==> src/rtl/sdram_init_pkg.sv <==
package sdram_init_pkg;

    typedef enum logic [1:0] {
        CMD_NOP = 2'd0,
        CMD_PRE = 2'd1,
        CMD_REF = 2'd2,
        CMD_MRS = 2'd3
    } init_cmd_e;

    typedef enum logic [1:0] {
        PH_WAIT = 2'd0,
        PH_GAP  = 2'd1,
        PH_DONE = 2'd2
    } init_phase_e;

    // Rounds a time in ns up to whole clock cycles, never below one.
    function automatic int ns_to_cycles(input int ns, input int period_ps);
        int c;
        c = (ns * 1000 + period_ps - 1) / period_ps;
        return (c < 1) ? 1 : c;
    endfunction

endpackage

==> src/rtl/sdram_init_step_table.sv <==
module sdram_init_step_table
    import sdram_init_pkg::*;
#(
    parameter int N_REFRESH          = 2,
    parameter bit REFRESH_AFTER_MODE = 1'b0,
    parameter int TRP_CYC            = 5,
    parameter int TRFC_CYC           = 18,
    parameter int TMRD_CYC           = 4,
    parameter int STEP_W             = 3,
    parameter int GAP_W              = 5
) (
    input  logic [STEP_W-1:0] step,
    output init_cmd_e         cmd,
    output logic [GAP_W-1:0]  gap
);

    generate
        if (REFRESH_AFTER_MODE) begin : g_ref_late
            always_comb begin
                if (int'(step) == 0)                   cmd = CMD_PRE;
                else if (int'(step) == 1)              cmd = CMD_MRS;
                else if (int'(step) <= N_REFRESH + 1)  cmd = CMD_REF;
                else                                   cmd = CMD_NOP;
            end
        end else begin : g_ref_early
            always_comb begin
                if (int'(step) == 0)                   cmd = CMD_PRE;
                else if (int'(step) <= N_REFRESH)      cmd = CMD_REF;
                else if (int'(step) == N_REFRESH + 1)  cmd = CMD_MRS;
                else                                   cmd = CMD_NOP;
            end
        end
    endgenerate

    always_comb begin
        case (cmd)
            CMD_PRE: gap = GAP_W'(TRP_CYC);
            CMD_REF: gap = GAP_W'(TRFC_CYC);
            CMD_MRS: gap = GAP_W'(TMRD_CYC);
            default: gap = GAP_W'(1);
        endcase
    end

endmodule

==> src/rtl/sdram_init_cmd_encode.sv <==
module sdram_init_cmd_encode
    import sdram_init_pkg::*;
#(
    parameter int                ADDR_W    = 12,
    parameter int                BA_W      = 2,
    parameter int                ALL_BIT   = 10,
    parameter logic [ADDR_W-1:0] MODE_WORD = 'h020
) (
    input  init_cmd_e         cmd,
    output logic              cs_n,
    output logic              ras_n,
    output logic              cas_n,
    output logic              we_n,
    output logic [BA_W-1:0]   ba,
    output logic [ADDR_W-1:0] addr
);

    always_comb begin
        ba   = '0;
        addr = '0;
        cs_n = 1'b0;
        case (cmd)
            CMD_PRE: begin
                {ras_n, cas_n, we_n} = 3'b010;
                addr[ALL_BIT]        = 1'b1;
            end
            CMD_REF: {ras_n, cas_n, we_n} = 3'b001;
            CMD_MRS: begin
                {ras_n, cas_n, we_n} = 3'b000;
                addr                 = MODE_WORD;
            end
            default: {ras_n, cas_n, we_n} = 3'b111;
        endcase
    end

endmodule

==> src/rtl/sdram_power_up_seq.sv <==
module sdram_power_up_seq
    import sdram_init_pkg::*;
#(
    parameter int                CLK_PERIOD_PS      = 4000,
    parameter int                STARTUP_NS         = 100000,
    parameter int                CKE_RISE_NS        = 50000,
    parameter int                T_RP_NS            = 20,
    parameter int                T_RFC_NS           = 70,
    parameter int                T_MRD_NS           = 14,
    parameter int                N_REFRESH          = 2,
    parameter bit                REFRESH_AFTER_MODE = 1'b0,
    parameter int                ADDR_W             = 12,
    parameter int                BA_W               = 2,
    parameter logic [ADDR_W-1:0] MODE_WORD          = 'h020
) (
    input  logic              clk,
    input  logic              rst,
    output logic              cke,
    output logic              cs_n,
    output logic              ras_n,
    output logic              cas_n,
    output logic              we_n,
    output logic [BA_W-1:0]   ba,
    output logic [ADDR_W-1:0] addr,
    output logic              init_done
);

    localparam int STARTUP_CYC = ns_to_cycles(STARTUP_NS, CLK_PERIOD_PS);
    localparam int CKE_RAW_CYC = ns_to_cycles(CKE_RISE_NS, CLK_PERIOD_PS);
    localparam int CKE_CYC     = (CKE_RAW_CYC > STARTUP_CYC) ? STARTUP_CYC : CKE_RAW_CYC;
    localparam int TRP_CYC     = ns_to_cycles(T_RP_NS, CLK_PERIOD_PS);
    localparam int TRFC_CYC    = ns_to_cycles(T_RFC_NS, CLK_PERIOD_PS);
    localparam int TMRD_CYC    = ns_to_cycles(T_MRD_NS, CLK_PERIOD_PS);
    localparam int GAP_A       = (TRP_CYC > TRFC_CYC) ? TRP_CYC : TRFC_CYC;
    localparam int MAX_GAP     = (GAP_A > TMRD_CYC) ? GAP_A : TMRD_CYC;
    localparam int CNT_TOP     = (STARTUP_CYC > MAX_GAP) ? STARTUP_CYC : MAX_GAP;
    localparam int CNT_W       = $clog2(CNT_TOP + 2);
    localparam int GAP_W       = $clog2(MAX_GAP + 1);
    localparam int N_STEPS     = N_REFRESH + 2;
    localparam int STEP_W      = $clog2(N_STEPS + 1);

    typedef struct packed {
        init_phase_e       phase;
        logic [CNT_W-1:0]  cnt;
        logic [STEP_W-1:0] step;
        logic              cke;
        init_cmd_e         cmd;
        logic              done;
    } seq_state_t;

    seq_state_t state_q, state_d;
    init_cmd_e  tbl_cmd;
    logic [GAP_W-1:0] tbl_gap;

    sdram_init_step_table #(
        .N_REFRESH          (N_REFRESH),
        .REFRESH_AFTER_MODE (REFRESH_AFTER_MODE),
        .TRP_CYC            (TRP_CYC),
        .TRFC_CYC           (TRFC_CYC),
        .TMRD_CYC           (TMRD_CYC),
        .STEP_W             (STEP_W),
        .GAP_W              (GAP_W)
    ) u_table (
        .step (state_q.step),
        .cmd  (tbl_cmd),
        .gap  (tbl_gap)
    );

    // Next-state computation: start-up count, then command/spacing steps.
    always_comb begin
        state_d = state_q;
        case (state_q.phase)
            PH_WAIT: begin
                state_d.cmd = CMD_NOP;
                state_d.cnt = state_q.cnt + 1'b1;
                if (int'(state_q.cnt) + 1 >= CKE_CYC) state_d.cke = 1'b1;
                if (state_q.cnt == CNT_W'(STARTUP_CYC)) begin
                    state_d.phase = PH_GAP;
                    state_d.cke   = 1'b1;
                    state_d.cmd   = tbl_cmd;
                    state_d.cnt   = CNT_W'(tbl_gap);
                    state_d.step  = state_q.step + 1'b1;
                end
            end
            PH_GAP: begin
                state_d.cke = 1'b1;
                state_d.cmd = CMD_NOP;
                state_d.cnt = state_q.cnt - 1'b1;
                if (state_q.cnt == CNT_W'(1)) begin
                    if (state_q.step == STEP_W'(N_STEPS)) begin
                        state_d.phase = PH_DONE;
                        state_d.done  = 1'b1;
                    end else begin
                        state_d.cmd  = tbl_cmd;
                        state_d.cnt  = CNT_W'(tbl_gap);
                        state_d.step = state_q.step + 1'b1;
                    end
                end
            end
            default: begin
                state_d.cke  = 1'b1;
                state_d.cmd  = CMD_NOP;
                state_d.done = 1'b1;
            end
        endcase
    end

    always_ff @(posedge clk or posedge rst) begin
        if (rst) begin
            state_q <= '{phase: PH_WAIT, cnt: '0, step: '0,
                         cke: 1'b0, cmd: CMD_NOP, done: 1'b0};
        end else begin
            state_q <= state_d;
        end
    end

    sdram_init_cmd_encode #(
        .ADDR_W    (ADDR_W),
        .BA_W      (BA_W),
        .ALL_BIT   (10),
        .MODE_WORD (MODE_WORD)
    ) u_encode (
        .cmd   (state_q.cmd),
        .cs_n  (cs_n),
        .ras_n (ras_n),
        .cas_n (cas_n),
        .we_n  (we_n),
        .ba    (ba),
        .addr  (addr)
    );

    assign cke       = state_q.cke;
    assign init_done = state_q.done;


    cke_hold_chk: assert property (@(posedge clk) disable iff (rst)
        cke |=> cke);


    cke_low_nop_chk: assert property (@(posedge clk) disable iff (rst)
        !cke |-> ({cs_n, ras_n, cas_n, we_n} == 4'b0111));


    pre_all_bit_chk: assert property (@(posedge clk) disable iff (rst)
        ({cs_n, ras_n, cas_n, we_n} == 4'b0010) |-> (addr[10] && cke));


    mode_word_chk: assert property (@(posedge clk) disable iff (rst)
        ({cs_n, ras_n, cas_n, we_n} == 4'b0000) |-> (addr == MODE_WORD && ba == '0));


    done_hold_chk: assert property (@(posedge clk) disable iff (rst)
        init_done |=> init_done);


    done_quiet_chk: assert property (@(posedge clk) disable iff (rst)
        init_done |-> ({cs_n, ras_n, cas_n, we_n} == 4'b0111 && cke));

endmodule

==> config.mk <==
export PLATFORM = sky130hd
export DESIGN_NAME = sdram_power_up_seq
export DESIGN_NICKNAME = d
export VERILOG_FILES = /design/src/rtl/sdram_init_pkg.sv /design/src/rtl/sdram_init_step_table.sv /design/src/rtl/sdram_init_cmd_encode.sv /design/src/rtl/sdram_power_up_seq.sv
export SDC_FILE = /design/constraint.sdc
export NUM_CORES = 1
export LEC_CHECK = 0
export CAP_MARGIN = 25
export CORE_ASPECT_RATIO = 0.75
export CORE_MARGIN = 5
export CORE_UTILIZATION = 50
export CTS_CLUSTER_DIAMETER = 30
export DETAILED_ROUTE_END_ITERATION = 6
export PLACE_DENSITY = 0.74
export SYNTH_ARGS = -nofsm -noshare
export SYNTH_HDL_FRONTEND = slang
export SYNTH_SLANG_ARGS = --single-unit
==> constraint.sdc <==
create_clock -name clk -period 2.2 [get_ports clk]
set_input_delay 0.33 -clock clk [delete_from_list [all_inputs] [get_ports clk]]
set_output_delay 0.33 -clock clk [all_outputs]
set_load 0.05 [all_outputs]
==> results_dict.tcl <==
set metrics [dict create \
    numClockSinks 24 \
    synth_area_per_cell_um2 8.10 \
    power_frac_clock_pct 37.9 \
    violations "setup timing" \
    clk_latency_ns 0.27 \
    crit_path_start_kind "register" \
    cts.htree.levels 1 \
    async_reset_ff_share_pct 100 \
    ant_nets 0 \
    clk_path_buf_depth 2 \
    pin_count 22 \
    ys_warn_count 0 \
    ys_seq_elements 24 \
    setup_tns_ns -0.105 \
    critPathKind "reg -> reg" \
    netSwitchingPower_uw 203 \
    hold_buffers 0 \
    grtUsageTotal_pct 21.8 \
    synth_top_cells_by_area "dfrtp_1 28%, buf_4 4.5%, nor3_1 4.2%" \
    outcome "complete, but fails checks" \
    hold_path_class "in -> async" \
    antennaDiodeCount 0 \
    grt_pass1_wl_mm 9.80 \
    vias 2233 \
    gp_congestion 0.956 \
    worstRegToRegCells 8 \
    period_needed_ns 2.24 \
    wl_mm 6.15 \
    area_growth_syn_to_layout_pct 24.3 \
    timing.rr.end "state_q[13]" \
    via_per_inst 6.19 \
    required_ns 2.36 \
    final-max-slew-violation-count 0 \
    pre_cts_ws_ns -0.0378 \
    setup_slack_ns -0.0390 \
    timing.fmax_mhz 447 \
    ir_drop_mv 0.255 \
    r2r_start "state_q[8]" \
    dp_hpwl_mm 4.56 \
    endpoint_kind "register" \
    cp_max_fo 14 \
    worst_slew_pin_slew_ns 0.475 \
    final_nets 316 \
    die_h_um 66.8 \
    synth_flop_cell "dfrtp_1" \
    rrSetupSlack_ns -0.04 \
    whs_ns 0.388 \
    cap_violations 0 \
    routedWlPerCell_um 17.0 \
    power_frac_comb_pct 7.5 \
    grt_setup_unrepaired "yes" \
    synth_cells 266 \
    skew_ns 0.0102 \
    p_per_area_mw_per_mm2 301 \
    drive_gt1_share_pct 27.1 \
    synth_area_mm2 0.00215 \
    synth_top_area_share_pct 27.9 \
    yosysTopAreaCell "dfrtp_1" \
    ctsRootBufferMaster "clkbuf_8" \
    sequentialPowerShare_pct 54.7 \
    cts_tree "yes" \
    power_leakage_nw 1.12 \
    setup_viol 5 \
    die_width_um 85.8 \
    hold_violations 0 \
    drc 0 \
    p_int_uw 604 \
    synth_cell_types 67 \
    grt_overflow 0 \
    port-buffer-count 8 \
    grt_pass1_vias 1914 \
    drtIter0Drc 314 \
    antenna_found_initial 0 \
    drt-pass1-iter-count 5 \
    cts_made_buffers 3 \
    power_uw 806 \
    sw_frac_of_total_pct 25.1 \
    core_area_mm2 0.00410 \
    die_area_mm2 0.00573 \
    num_rows 20 \
    initial_utilization_pct 52.5 \
    grt_max_degree 25 \
    slew_headroom_pct 67.5 \
    synth.yosys.seq_area_share_pct 27.9 \
    synth_edf_count 0 \
    cp.arrival_ns 2.40 \
    period_share_pct 102 \
    path_clk_slew_ns 0.09 \
]
==> per-stage QoR <==
step | utilization (%) | std cells | cell area [um^2]
after floorplan | - | 278 | 2210
after global placement | 60.5 | 349 | 2480
after detailed placement | 60.5 | 349 | 2480
after CTS | 62.7 | 356 | 2570
after global routing | 65.2 | 361 | 2680
final | 65.2 | 361 | 2680
==> power groups by stage <==
stage / Sequential, mW / Clock [mW] / Combinational (mW)
floorplan: 0.449 / 0 / 0.0727
global placement: 0.449 / 0 / 0.0602
global route: 0.441 / 0.327 / 0.0645
detailed placement: 0.449 / 0 / 0.0602
finish: 0.441 / 0.305 / 0.0602
CTS: 0.441 / 0.313 / 0.0602
==> how the worst max path moves through the flow <==
stage,startpoint,endpoint,slack (ns)
2_1_floorplan,state_q[8],state_q[5],-0.06
3_3_place_gp,state_q[16],state_q[5],0.01
3_5_place_dp,state_q[16],state_q[13],-0.04
4_1_cts,state_q[8],state_q[13],-0.01
5_1_grt,state_q[8],state_q[5],-0.11
6_report,state_q[8],state_q[13],-0.04
==> timing repair <==
action / in CTS / in global routing
endpoints found under the setup margin: 9 / 16
pin swaps: 2 / 5
setup buffers: 3 / 5
gates resized for setup: 2 / 15
endpoints found under the hold margin: 0 / 0
==> logic make-up after synthesis <==
group / count (synthesis) / share of synthesized area [%]
AO/OA/AOI/OAI: 73 / 25.7
XOR/XNOR: 2 / 0.814
adder cells (fa/ha/maj): 7 / 4.07
buffers and inverters: 53 / 12.1
flip-flops: 24 / 27.9
multiplexers: 7 / 3.60
other: 1 / 0.174
AND/OR/NAND/NOR: 99 / 25.6
==> per-layer routing <==
metal  routed length, um  GRT usage, %  vias up
li1                    -             -     1047
met2                2660          33.3      127
met1                2850          32.6     1049
met4                  45          2.96        0
met3                 587          3.71       10
met5                   0             0        -
==> registers in the layout, summed over array words and instances, names as in the netlist <==
register / count
cke: 1
init_done: 1
state_q: 22
==> placed cells by master, fill, tap and decap left out, types with 5 or more instances in the layout <==
master / Yosys / routed
a21oi_1: 9 / 9
conb_1: 1 / 13
a22o_1: 7 / 7
ha_1: 7 / 5
nor3_1: 18 / 16
dfrtp_1: 24 / 22
nand2_1: 17 / 17
o21ai_0: 8 / 8
nand4_1: 6 / 6
clkdlybuf4s50_1: 0 / 8
nor2_1: 20 / 19
nand3_1: 6 / 6
buf_4: 13 / 47
a211oi_1: 7 / 6
inv_1: 19 / 18
==> worst max-delay path, cell delays in order (launching register included) <==
cell and delay [ns]:
dfrtp_1 0.40, inv_2 0.10, ha_4 0.12, or4b_4 0.47, nor4_4 0.19, a21oi_2 0.14
buf_12 0.17, a221o_1 0.31, a22o_1 0.21
==> area by class of cell <==
class	instances	area (um^2)
clock buffers	4	55.1
fillers	336	1430
inverters	20	75.1
multi-input cells	201	1410
flip-flops and latches	24	603
well taps	55	68.8
repair buffers	57	464
==> Yosys cell counts, types with 3 or more instances <==
cell	number
a211oi_1	7
a21oi_1	9
a22o_1	7
a311oi_1	3
buf_2	5
buf_4	13
clkbuf_1	13
dfrtp_1	24
ha_1	7
inv_1	19
mux2i_1	4
nand2_1	17
nand3_1	6
nand4_1	6
nand4b_1	3
nor2_1	20
nor2b_1	3
nor3_1	18
nor4_1	4
o21ai_0	8
or2_2	3
or3_1	5
No activity file was read; power rests on OpenSTA's default activity.
